==> src/rtl/srf_pkg.sv <==
package srf_pkg;

    // command codes written to the command word
    localparam logic [31:0] CMD_ARM    = 32'd3;
    localparam logic [31:0] CMD_COMMIT = 32'd4;

    // status field values
    localparam logic [2:0] STS_RESET = 3'd0;
    localparam logic [2:0] STS_LIVE  = 3'd3;

    // fixed register offsets
    localparam logic [12:0] OFS_STATUS = 13'h0000;
    localparam logic [12:0] OFS_CMD    = 13'h0008;
    localparam logic [12:0] OFS_IDENT  = 13'h1FE0;
    localparam logic [31:0] IDENT_WORD = 32'h0000_0054;

    // window register window
    localparam int unsigned WIN_BASE   = 32'h80;
    localparam int unsigned WIN_STRIDE = 16;

    // word inside a window block, selected by offset bits 3:2
    typedef enum logic [1:0] {
        WD_LO_LOW  = 2'd0,
        WD_LO_HIGH = 2'd1,
        WD_HI_LOW  = 2'd2,
        WD_HI_HIGH = 2'd3
    } win_word_e;

    // permission bit index = {secure, write}
    typedef enum logic [1:0] {
        PB_NS_RD = 2'd0,
        PB_NS_WR = 2'd1,
        PB_S_RD  = 2'd2,
        PB_S_WR  = 2'd3
    } perm_bit_e;

endpackage

==> src/rtl/srf_regfile.sv <==
module srf_regfile
    import srf_pkg::*;
#(
    parameter int unsigned NUM_REGIONS = 8,
    parameter int unsigned ADDR_W      = 48,
    parameter int unsigned GRAN_BITS   = 16,
    parameter int unsigned RAW         = 13,
    localparam int unsigned BW         = ADDR_W - GRAN_BITS,
    localparam int unsigned LOW_KEEP   = 32 - GRAN_BITS,
    localparam int unsigned HIGH_KEEP  = ADDR_W - 32
) (
    input  logic                             clk,
    input  logic                             rst_n,
    input  logic                             wr_en,
    input  logic [RAW-1:0]                   addr,
    input  logic [31:0]                      wdata,
    output logic [31:0]                      rdata,
    output logic [NUM_REGIONS-1:0][BW-1:0]   act_lo,
    output logic [NUM_REGIONS-1:0][BW-1:0]   act_hi,
    output logic [NUM_REGIONS-1:0][3:0]      act_perm
);

    localparam int unsigned IDX_W = (NUM_REGIONS > 1) ? $clog2(NUM_REGIONS) : 1;
    localparam int unsigned SPAN  = NUM_REGIONS * WIN_STRIDE;

    typedef struct packed {
        logic [NUM_REGIONS-1:0][BW-1:0] stg_lo;
        logic [NUM_REGIONS-1:0][BW-1:0] stg_hi;
        logic [NUM_REGIONS-1:0][3:0]    stg_perm;
        logic [NUM_REGIONS-1:0][BW-1:0] act_lo;
        logic [NUM_REGIONS-1:0][BW-1:0] act_hi;
        logic [NUM_REGIONS-1:0][3:0]    act_perm;
        logic                           armed;
        logic [2:0]                     status;
    } rf_state_t;

    rf_state_t state_d, state_q;

    // address decode shared by the write and read paths
    logic [RAW-1:0]   rel_addr;
    logic             in_win;
    logic [IDX_W-1:0] win_idx;
    win_word_e        win_word;

    always_comb begin
        rel_addr = addr - RAW'(WIN_BASE);
        in_win   = (addr >= RAW'(WIN_BASE)) && (addr < RAW'(WIN_BASE + SPAN));
        win_idx  = rel_addr[4 +: IDX_W];
        win_word = win_word_e'(rel_addr[3:2]);
    end

    // next-state logic
    always_comb begin
        state_d = state_q;
        if (wr_en) begin
            if (addr == RAW'(OFS_CMD)) begin
                if (wdata == CMD_ARM) begin
                    state_d.armed = 1'b1;
                end else if (wdata == CMD_COMMIT && state_q.armed) begin
                    state_d.act_lo   = state_q.stg_lo;
                    state_d.act_hi   = state_q.stg_hi;
                    state_d.act_perm = state_q.stg_perm;
                    state_d.status   = STS_LIVE;
                    state_d.armed    = 1'b0;
                end else begin
                    state_d.armed = 1'b0;
                end
            end else if (in_win) begin
                unique case (win_word)
                    WD_LO_LOW: begin
                        state_d.stg_lo[win_idx][LOW_KEEP-1:0] = wdata[31:GRAN_BITS];
                        state_d.stg_perm[win_idx]             = wdata[3:0];
                    end
                    WD_LO_HIGH: state_d.stg_lo[win_idx][BW-1:LOW_KEEP] = wdata[HIGH_KEEP-1:0];
                    WD_HI_LOW:  state_d.stg_hi[win_idx][LOW_KEEP-1:0]  = wdata[31:GRAN_BITS];
                    WD_HI_HIGH: state_d.stg_hi[win_idx][BW-1:LOW_KEEP] = wdata[HIGH_KEEP-1:0];
                    default: ;
                endcase
            end
        end
    end

    always_ff @(posedge clk) begin
        if (!rst_n) state_q <= '0;
        else        state_q <= state_d;
    end

    // read path
    always_comb begin
        rdata = '0;
        if (addr == RAW'(OFS_STATUS)) begin
            rdata[2:0] = state_q.status;
        end else if (addr == RAW'(OFS_IDENT)) begin
            rdata = IDENT_WORD;
        end else if (in_win) begin
            unique case (win_word)
                WD_LO_LOW: begin
                    rdata[31:GRAN_BITS] = state_q.stg_lo[win_idx][LOW_KEEP-1:0];
                    rdata[3:0]          = state_q.stg_perm[win_idx];
                end
                WD_LO_HIGH: rdata[HIGH_KEEP-1:0]  = state_q.stg_lo[win_idx][BW-1:LOW_KEEP];
                WD_HI_LOW:  rdata[31:GRAN_BITS]   = state_q.stg_hi[win_idx][LOW_KEEP-1:0];
                WD_HI_HIGH: rdata[HIGH_KEEP-1:0]  = state_q.stg_hi[win_idx][BW-1:LOW_KEEP];
                default: ;
            endcase
        end
    end

    assign act_lo   = state_q.act_lo;
    assign act_hi   = state_q.act_hi;
    assign act_perm = state_q.act_perm;

    // status only ever shows the reset or the live code
    assert_status_legal_R5: assert property (@(posedge clk) disable iff (!rst_n)
        (state_q.status == STS_RESET) || (state_q.status == STS_LIVE));

    // the active set moves only when a transfer was armed
    assert_active_hold_R6: assert property (@(posedge clk) disable iff (!rst_n)
        (!$stable(state_q.act_lo) || !$stable(state_q.act_hi) || !$stable(state_q.act_perm))
        |-> $past(state_q.armed));

    // a transfer always leaves the block disarmed and live
    assert_commit_live_R5: assert property (@(posedge clk) disable iff (!rst_n)
        (state_q.armed && wr_en && addr == RAW'(OFS_CMD) && wdata == CMD_COMMIT)
        |=> (!state_q.armed && state_q.status == STS_LIVE));

endmodule

==> src/rtl/srf_region_match.sv <==
module srf_region_match #(
    parameter int unsigned NUM_REGIONS = 8,
    parameter int unsigned BW          = 32
) (
    input  logic [BW-1:0]                  key,
    input  logic [NUM_REGIONS-1:0][BW-1:0] lo,
    input  logic [NUM_REGIONS-1:0][BW-1:0] hi,
    input  logic [NUM_REGIONS-1:0][3:0]    perm,
    output logic [NUM_REGIONS-1:0]         hit
);

    // one comparator pair per window; a window with no permission is off
    for (genvar g = 0; g < NUM_REGIONS; g++) begin : g_win
        logic above_lo, below_hi, enabled;
        always_comb begin
            above_lo = key >= lo[g];
            below_hi = key <= hi[g];
            enabled  = |perm[g];
            hit[g]   = above_lo && below_hi && enabled;
        end
    end

endmodule

==> src/rtl/srf_decide.sv <==
module srf_decide #(
    parameter int unsigned NUM_REGIONS = 8,
    localparam int unsigned IDX_W = (NUM_REGIONS > 1) ? $clog2(NUM_REGIONS) : 1
) (
    input  logic                          clk,
    input  logic                          rst_n,
    input  logic                          txn_valid,
    input  logic                          txn_write,
    input  logic                          txn_secure,
    input  logic [NUM_REGIONS-1:0]        hit,
    input  logic [NUM_REGIONS-1:0][3:0]   perm,
    output logic                          resp_valid,
    output logic                          resp_allow
);

    typedef struct packed {
        logic valid;
        logic allow;
    } dec_state_t;

    dec_state_t state_d, state_q;
    logic [IDX_W-1:0] winner;
    logic             any_hit;
    logic [1:0]       pbit;

    always_comb begin
        winner  = '0;
        any_hit = |hit;
        // ascending scan: the last set bit, i.e. the highest window, wins
        for (int i = 0; i < NUM_REGIONS; i++) begin
            if (hit[i]) winner = IDX_W'(i);
        end
        pbit = {txn_secure, txn_write};
        state_d.valid = txn_valid;
        state_d.allow = txn_valid && any_hit && perm[winner][pbit];
    end

    always_ff @(posedge clk) begin
        if (!rst_n) state_q <= '0;
        else        state_q <= state_d;
    end

    assign resp_valid = state_q.valid;
    assign resp_allow = state_q.allow;

    assert_resp_follows_R11: assert property (@(posedge clk) disable iff (!rst_n)
        txn_valid |=> resp_valid);

    assert_resp_quiet_R11: assert property (@(posedge clk) disable iff (!rst_n)
        !txn_valid |=> !resp_valid);

    assert_allow_gated_R11: assert property (@(posedge clk) disable iff (!rst_n)
        resp_allow |-> resp_valid);

    assert_nomatch_deny_R10: assert property (@(posedge clk) disable iff (!rst_n)
        (txn_valid && hit == '0) |=> !resp_allow);

endmodule

==> src/rtl/sec_region_filter.sv <==
module sec_region_filter
    import srf_pkg::*;
#(
    parameter int unsigned NUM_REGIONS = 8,
    parameter int unsigned ADDR_W      = 48,
    parameter int unsigned GRAN_BITS   = 16,
    parameter int unsigned RAW         = 13
) (
    input  logic              clk,
    input  logic              rst_n,
    input  logic              reg_wr_en,
    input  logic [RAW-1:0]    reg_addr,
    input  logic [31:0]       reg_wdata,
    output logic [31:0]       reg_rdata,
    input  logic              txn_valid,
    input  logic [ADDR_W-1:0] txn_addr,
    input  logic              txn_write,
    input  logic              txn_secure,
    output logic              resp_valid,
    output logic              resp_allow
);

    localparam int unsigned BW = ADDR_W - GRAN_BITS;

    logic [NUM_REGIONS-1:0][BW-1:0] act_lo, act_hi;
    logic [NUM_REGIONS-1:0][3:0]    act_perm;
    logic [NUM_REGIONS-1:0]         hit;
    logic [BW-1:0]                  key;

    assign key = txn_addr[ADDR_W-1:GRAN_BITS];

    srf_regfile #(
        .NUM_REGIONS (NUM_REGIONS),
        .ADDR_W      (ADDR_W),
        .GRAN_BITS   (GRAN_BITS),
        .RAW         (RAW)
    ) u_regs (
        .clk      (clk),
        .rst_n    (rst_n),
        .wr_en    (reg_wr_en),
        .addr     (reg_addr),
        .wdata    (reg_wdata),
        .rdata    (reg_rdata),
        .act_lo   (act_lo),
        .act_hi   (act_hi),
        .act_perm (act_perm)
    );

    srf_region_match #(
        .NUM_REGIONS (NUM_REGIONS),
        .BW          (BW)
    ) u_match (
        .key  (key),
        .lo   (act_lo),
        .hi   (act_hi),
        .perm (act_perm),
        .hit  (hit)
    );

    srf_decide #(
        .NUM_REGIONS (NUM_REGIONS)
    ) u_decide (
        .clk        (clk),
        .rst_n      (rst_n),
        .txn_valid  (txn_valid),
        .txn_write  (txn_write),
        .txn_secure (txn_secure),
        .hit        (hit),
        .perm       (act_perm),
        .resp_valid (resp_valid),
        .resp_allow (resp_allow)
    );

endmodule

==> config.mk <==
export PLATFORM = sky130hd
export DESIGN_NAME = sec_region_filter
export DESIGN_NICKNAME = d
export VERILOG_FILES = /design/src/rtl/srf_pkg.sv /design/src/rtl/srf_regfile.sv /design/src/rtl/srf_region_match.sv /design/src/rtl/srf_decide.sv /design/src/rtl/sec_region_filter.sv
export SDC_FILE = /design/constraint.sdc
export NUM_CORES = 2
export LEC_CHECK = 0
export ABC_CLOCK_PERIOD_IN_PS = 3260
export BUFFER_PORTS_ARGS = -buffer_cell sky130_fd_sc_hd__buf_2
export CAP_MARGIN = 20
export CORE_UTILIZATION = 50
export DETAILED_ROUTE_END_ITERATION = 10
export MAX_ROUTING_LAYER = met4
export PLACE_DENSITY_LB_ADDON = 0.1
export SLEW_MARGIN = 10
export SYNTH_ARGS = -nofsm -noshare
export SYNTH_HDL_FRONTEND = slang
export SYNTH_SLANG_ARGS = --single-unit
==> constraint.sdc <==
create_clock -name clk -period 3.26 [get_ports clk]
set_clock_uncertainty 0.1 [all_clocks]
set_input_delay 0.163 -clock clk [delete_from_list [all_inputs] [get_ports clk]]
set_output_delay 0.163 -clock clk [all_outputs]
set_load 0.1 [all_outputs]
==> flow_summary_export.csv <==
group,metric,value,unit
status,status,"complete, but fails checks",
status,violations,"setup timing",
routing,first_pass_iters,6,
sta,setup_viol,1,
placement,place_area,0.0637,mm^2
logic_synthesis,ys_types,75,
global_route,overflow,0,
worst_setup_path,cp-end-kind,"register",
sta,slew_headroom,0.300,
finish,drive_above_1_share,0.136,
routing,antenna_left,0,
pwr,pwr_density_cell,432,mW/mm^2
logic_synthesis,ys_ff_latch,1092,
routing,viasPerCell,5.81,
global_route,grt_pass1_wl,335,mm
placement,dpl.hpwl,166,mm
finish,multiInputGateArea,0.0318,mm^2
floorplan,fp-row-count,123,
placement,portBuffers,116,
routing,drt-total-wl,229,mm
finish,final_area,0.0686,mm^2
clocking,root_buffer,"clkbuf_16",
floorplan,initial_utilization,0.505,
floorplan,die_h,339,um
worst_setup_path,critPathArrivalTime,4.40,ns
routing,post_drt_wl_per_cell,24.7,um
clocking,htreeDepth,3,
finish,nNetsFinal,8285,
finish,seq_area,0.0219,mm^2
worst_setup_path,critical_path_required,3.78,ns
sta,hold_viol,0,
logic_synthesis,yosysSeqAreaShare,0.385,
sta,fin_tns_setup,-0.619,ns
clocking,numCtsBuffers,121,
sta,finalCriticalPeriod,3.88,ns
floorplan,dieArea,0.115,mm^2
worst_setup_path,setup.worst_path.class,"register to register",
min_path,hp-class,"primary input to register",
pwr,leakage,23.4,nW
logic_synthesis,synth_flop_cell,"dfxtp_1",
floorplan,chipWidth,339,um
logic_synthesis,synth_edf_count,0,
floorplan,ioPinCount,133,
floorplan,core-area,0.112,mm^2
sta,rsz0062_at_grt,"yes",
clocking,cts_tree,"built",
routing,vias,53900,
placement,place.gp.congestion,1.03,
worst_setup_path,crit_path_start_kind,"register",
sta,setup_slack,-0.619,ns
clocking,cts_num_sinks,1092,
clocking,cts.clk_slew.worst_paths,0.06,ns
global_route,antenna_found_initial,4,
global_route,grt_usage,0.400,
sta,drv_slew,0,
sta,fin_crit_sh,1.19,
logic_synthesis,synthArstFlopShare,0,
logic_synthesis,synth_nets,7866,
sta,worst_slew_pin_slew,1.05,ns
worst_setup_path,path_max_fanout,6,
finish,fillCellCount,10300,
run,maxCapViolations,0,
global_route,grt_max_degree,246,
finish,area_growth,20.8,%
logic_synthesis,yosys_warnings,0,
routing,first_iter_violations,5539,
clocking,clock_latency,0.76,ns
logic_synthesis,synthesis.area,0.0568,mm^2
logic_synthesis,syn_inst,7255,
sta,fmax,0.258,GHz
clocking,clockBufferDepth,3,
logic_synthesis,avgSynthCellArea,7.83,um^2
global_route,grt_pass1_vias,51000,
routing,drc,0,
pwr,vdd_drop_max,452,uV
[Yosys cell counts (all sizes together) (19+ instances only)]
cell type	number	area [um^2]
nand4	121	763
a31oi	33	206
a21o	26	195
o21ai	93	469
dfxtp	1092	21900
a22o	36	315
nor2b	19	119
nand2	2335	8760
ha	512	6410
nor3	25	125
clkbuf	443	1660
a21oi	220	1100
nand3	50	250
o211ai	23	178
nor2	141	529
a22oi	206	1550
buf	23	93.8
a211oi	24	185
inv	518	1940
a21boi	1093	8210
a221oi	44	385
nor4	30	194
[logic make-up after synthesis]
| group | after synthesis | synth area share |
|---|---|---|
| and+or+nand+nor | 2783 | 0.197 |
| DFF | 1092 | 0.385 |
| muxes | 5 | 0.00156 |
| AOI/OAI and AO/OA | 1879 | 0.238 |
| adders and majority gates | 512 | 0.113 |
| buffers and inverters | 984 | 0.0652 |
[registers in the layout, indices dropped and copies added (netlist names)]
register             cells
u_regs.act_hi          256
u_regs.act_lo          256
u_regs.state_q         546
u_regs.act_perm         32
u_decide.resp_allow      1
u_decide.resp_valid      1
[stage by stage]
stage / cells / total power, W / utilization / hold WS (ns) / setup slack [ns]
after floorplan: 7255 / 0.0147 / - / 0.192 / -0.154
after global placement: 9009 / 0.0159 / 0.566 / 0.350 / -1.55
after detailed placement: 9011 / 0.0160 / 0.566 / 0.354 / -1.26
after CTS: 9274 / 0.0296 / 0.608 / 0.0240 / -0.571
after global routing: 9281 / 0.0304 / 0.609 / 0.0798 / -0.679
final: 9282 / 0.0296 / 0.609 / 0.0727 / -0.619
[final cells by class]
class / instances / area share
timing repair buffer: 762 / 0.103
clock inverter: 44 / 0.00522
sequential: 1092 / 0.319
tap: 1500 / 0.0274
antenna: 5 / 0.000182
inverter: 518 / 0.0284
multi-input combinational: 5179 / 0.464
clock buffer: 182 / 0.0528
[where the power goes]
group | internal, W | total [W] | leakage [nW] | switching [W]
sequential | 0.0133 | 0.0133 | 8.79 | 0.00000135
combinational | 0.000956 | 0.00245 | 12.6 | 0.00150
clock | 0.00786 | 0.0138 | 1.98 | 0.00593
[timing repair]
item                                    CTS  global route
endpoints found under the hold margin   559             0
hold buffers                             37             0
buffers inserted                          3             3
pin swaps                                32            12
gates resized for setup                  60            30
endpoints found under the setup margin    2             1
[routing by layer]
layer	share of wire	up-vias	GRT usage	routed length [um]
met5	0	-	-	0
met4	0.057	0	0.204	13100
met3	0.077	523	0.0515	17600
met2	0.45	2344	0.623	103000
met1	0.42	25800	0.508	95200
li1	-	25300	-	-
[path summary, 6_finish.rpt]
path,cells after the start,from,slack [ns],end
worst max-delay path,14,u_regs.act_hi[65]$_SDFFE_PN0P_,-0.62,u_decide.resp_allow$_SDFF_PN0_
worst min-delay path,5,reg_addr[1],0.07,u_regs.state_q[3]$_SDFFE_PN0P_
worst max register to register,14,u_regs.act_hi[65]$_SDFFE_PN0P_,-0.62,u_decide.resp_allow$_SDFF_PN0_
worst min register to register,2,u_regs.act_lo[137]$_SDFFE_PN0P_,0.36,u_regs.act_lo[137]$_SDFFE_PN0P_
[worst max-delay path, stage by stage (launching register included)]
cell	delay, ns
dfxtp_2	0.33
inv_2	0.04
ha_4	0.22
nor2b_1	0.12
o211ai_1	0.47
a2111oi_4	0.16
a2111oi_4	0.66
o31ai_4	0.18
o22ai_4	0.17
o221ai_4	0.16
buf_12	0.16
or3_1	0.37
a21oi_2	0.14
o31ai_1	0.08
a311o_1	0.36
[layout by cell type (no fill, tap or decap), types with 9 or more instances in the layout]
| cell type | count |
|---|---|
| nor2_1 | 114 |
| nand3_1 | 48 |
| a221oi_1 | 42 |
| nor3_1 | 16 |
| nand2_1 | 2335 |
| and4_1 | 10 |
| a21oi_1 | 215 |
| nor2_2 | 26 |
| buf_2 | 83 |
| nor4_1 | 23 |
| o21ai_0 | 83 |
| nor3_2 | 9 |
| a21o_1 | 26 |
| clkinv_2 | 29 |
| ha_1 | 501 |
| dfxtp_1 | 1083 |
| nand4_1 | 120 |
| dlygate4sd3_1 | 37 |
| a22oi_1 | 204 |
| o21a_1 | 11 |
| clkbuf_8 | 34 |
| o211ai_1 | 22 |
| dfxtp_2 | 9 |
| a211oi_1 | 20 |
| buf_12 | 115 |
| clkbuf_16 | 122 |
| ha_4 | 11 |
| nor2b_1 | 18 |
| a22o_1 | 36 |
| buf_4 | 524 |
| clkbuf_1 | 26 |
| inv_1 | 514 |
| a21boi_0 | 1091 |
| a31oi_1 | 32 |
No activity file was read; power rests on OpenSTA's default activity.
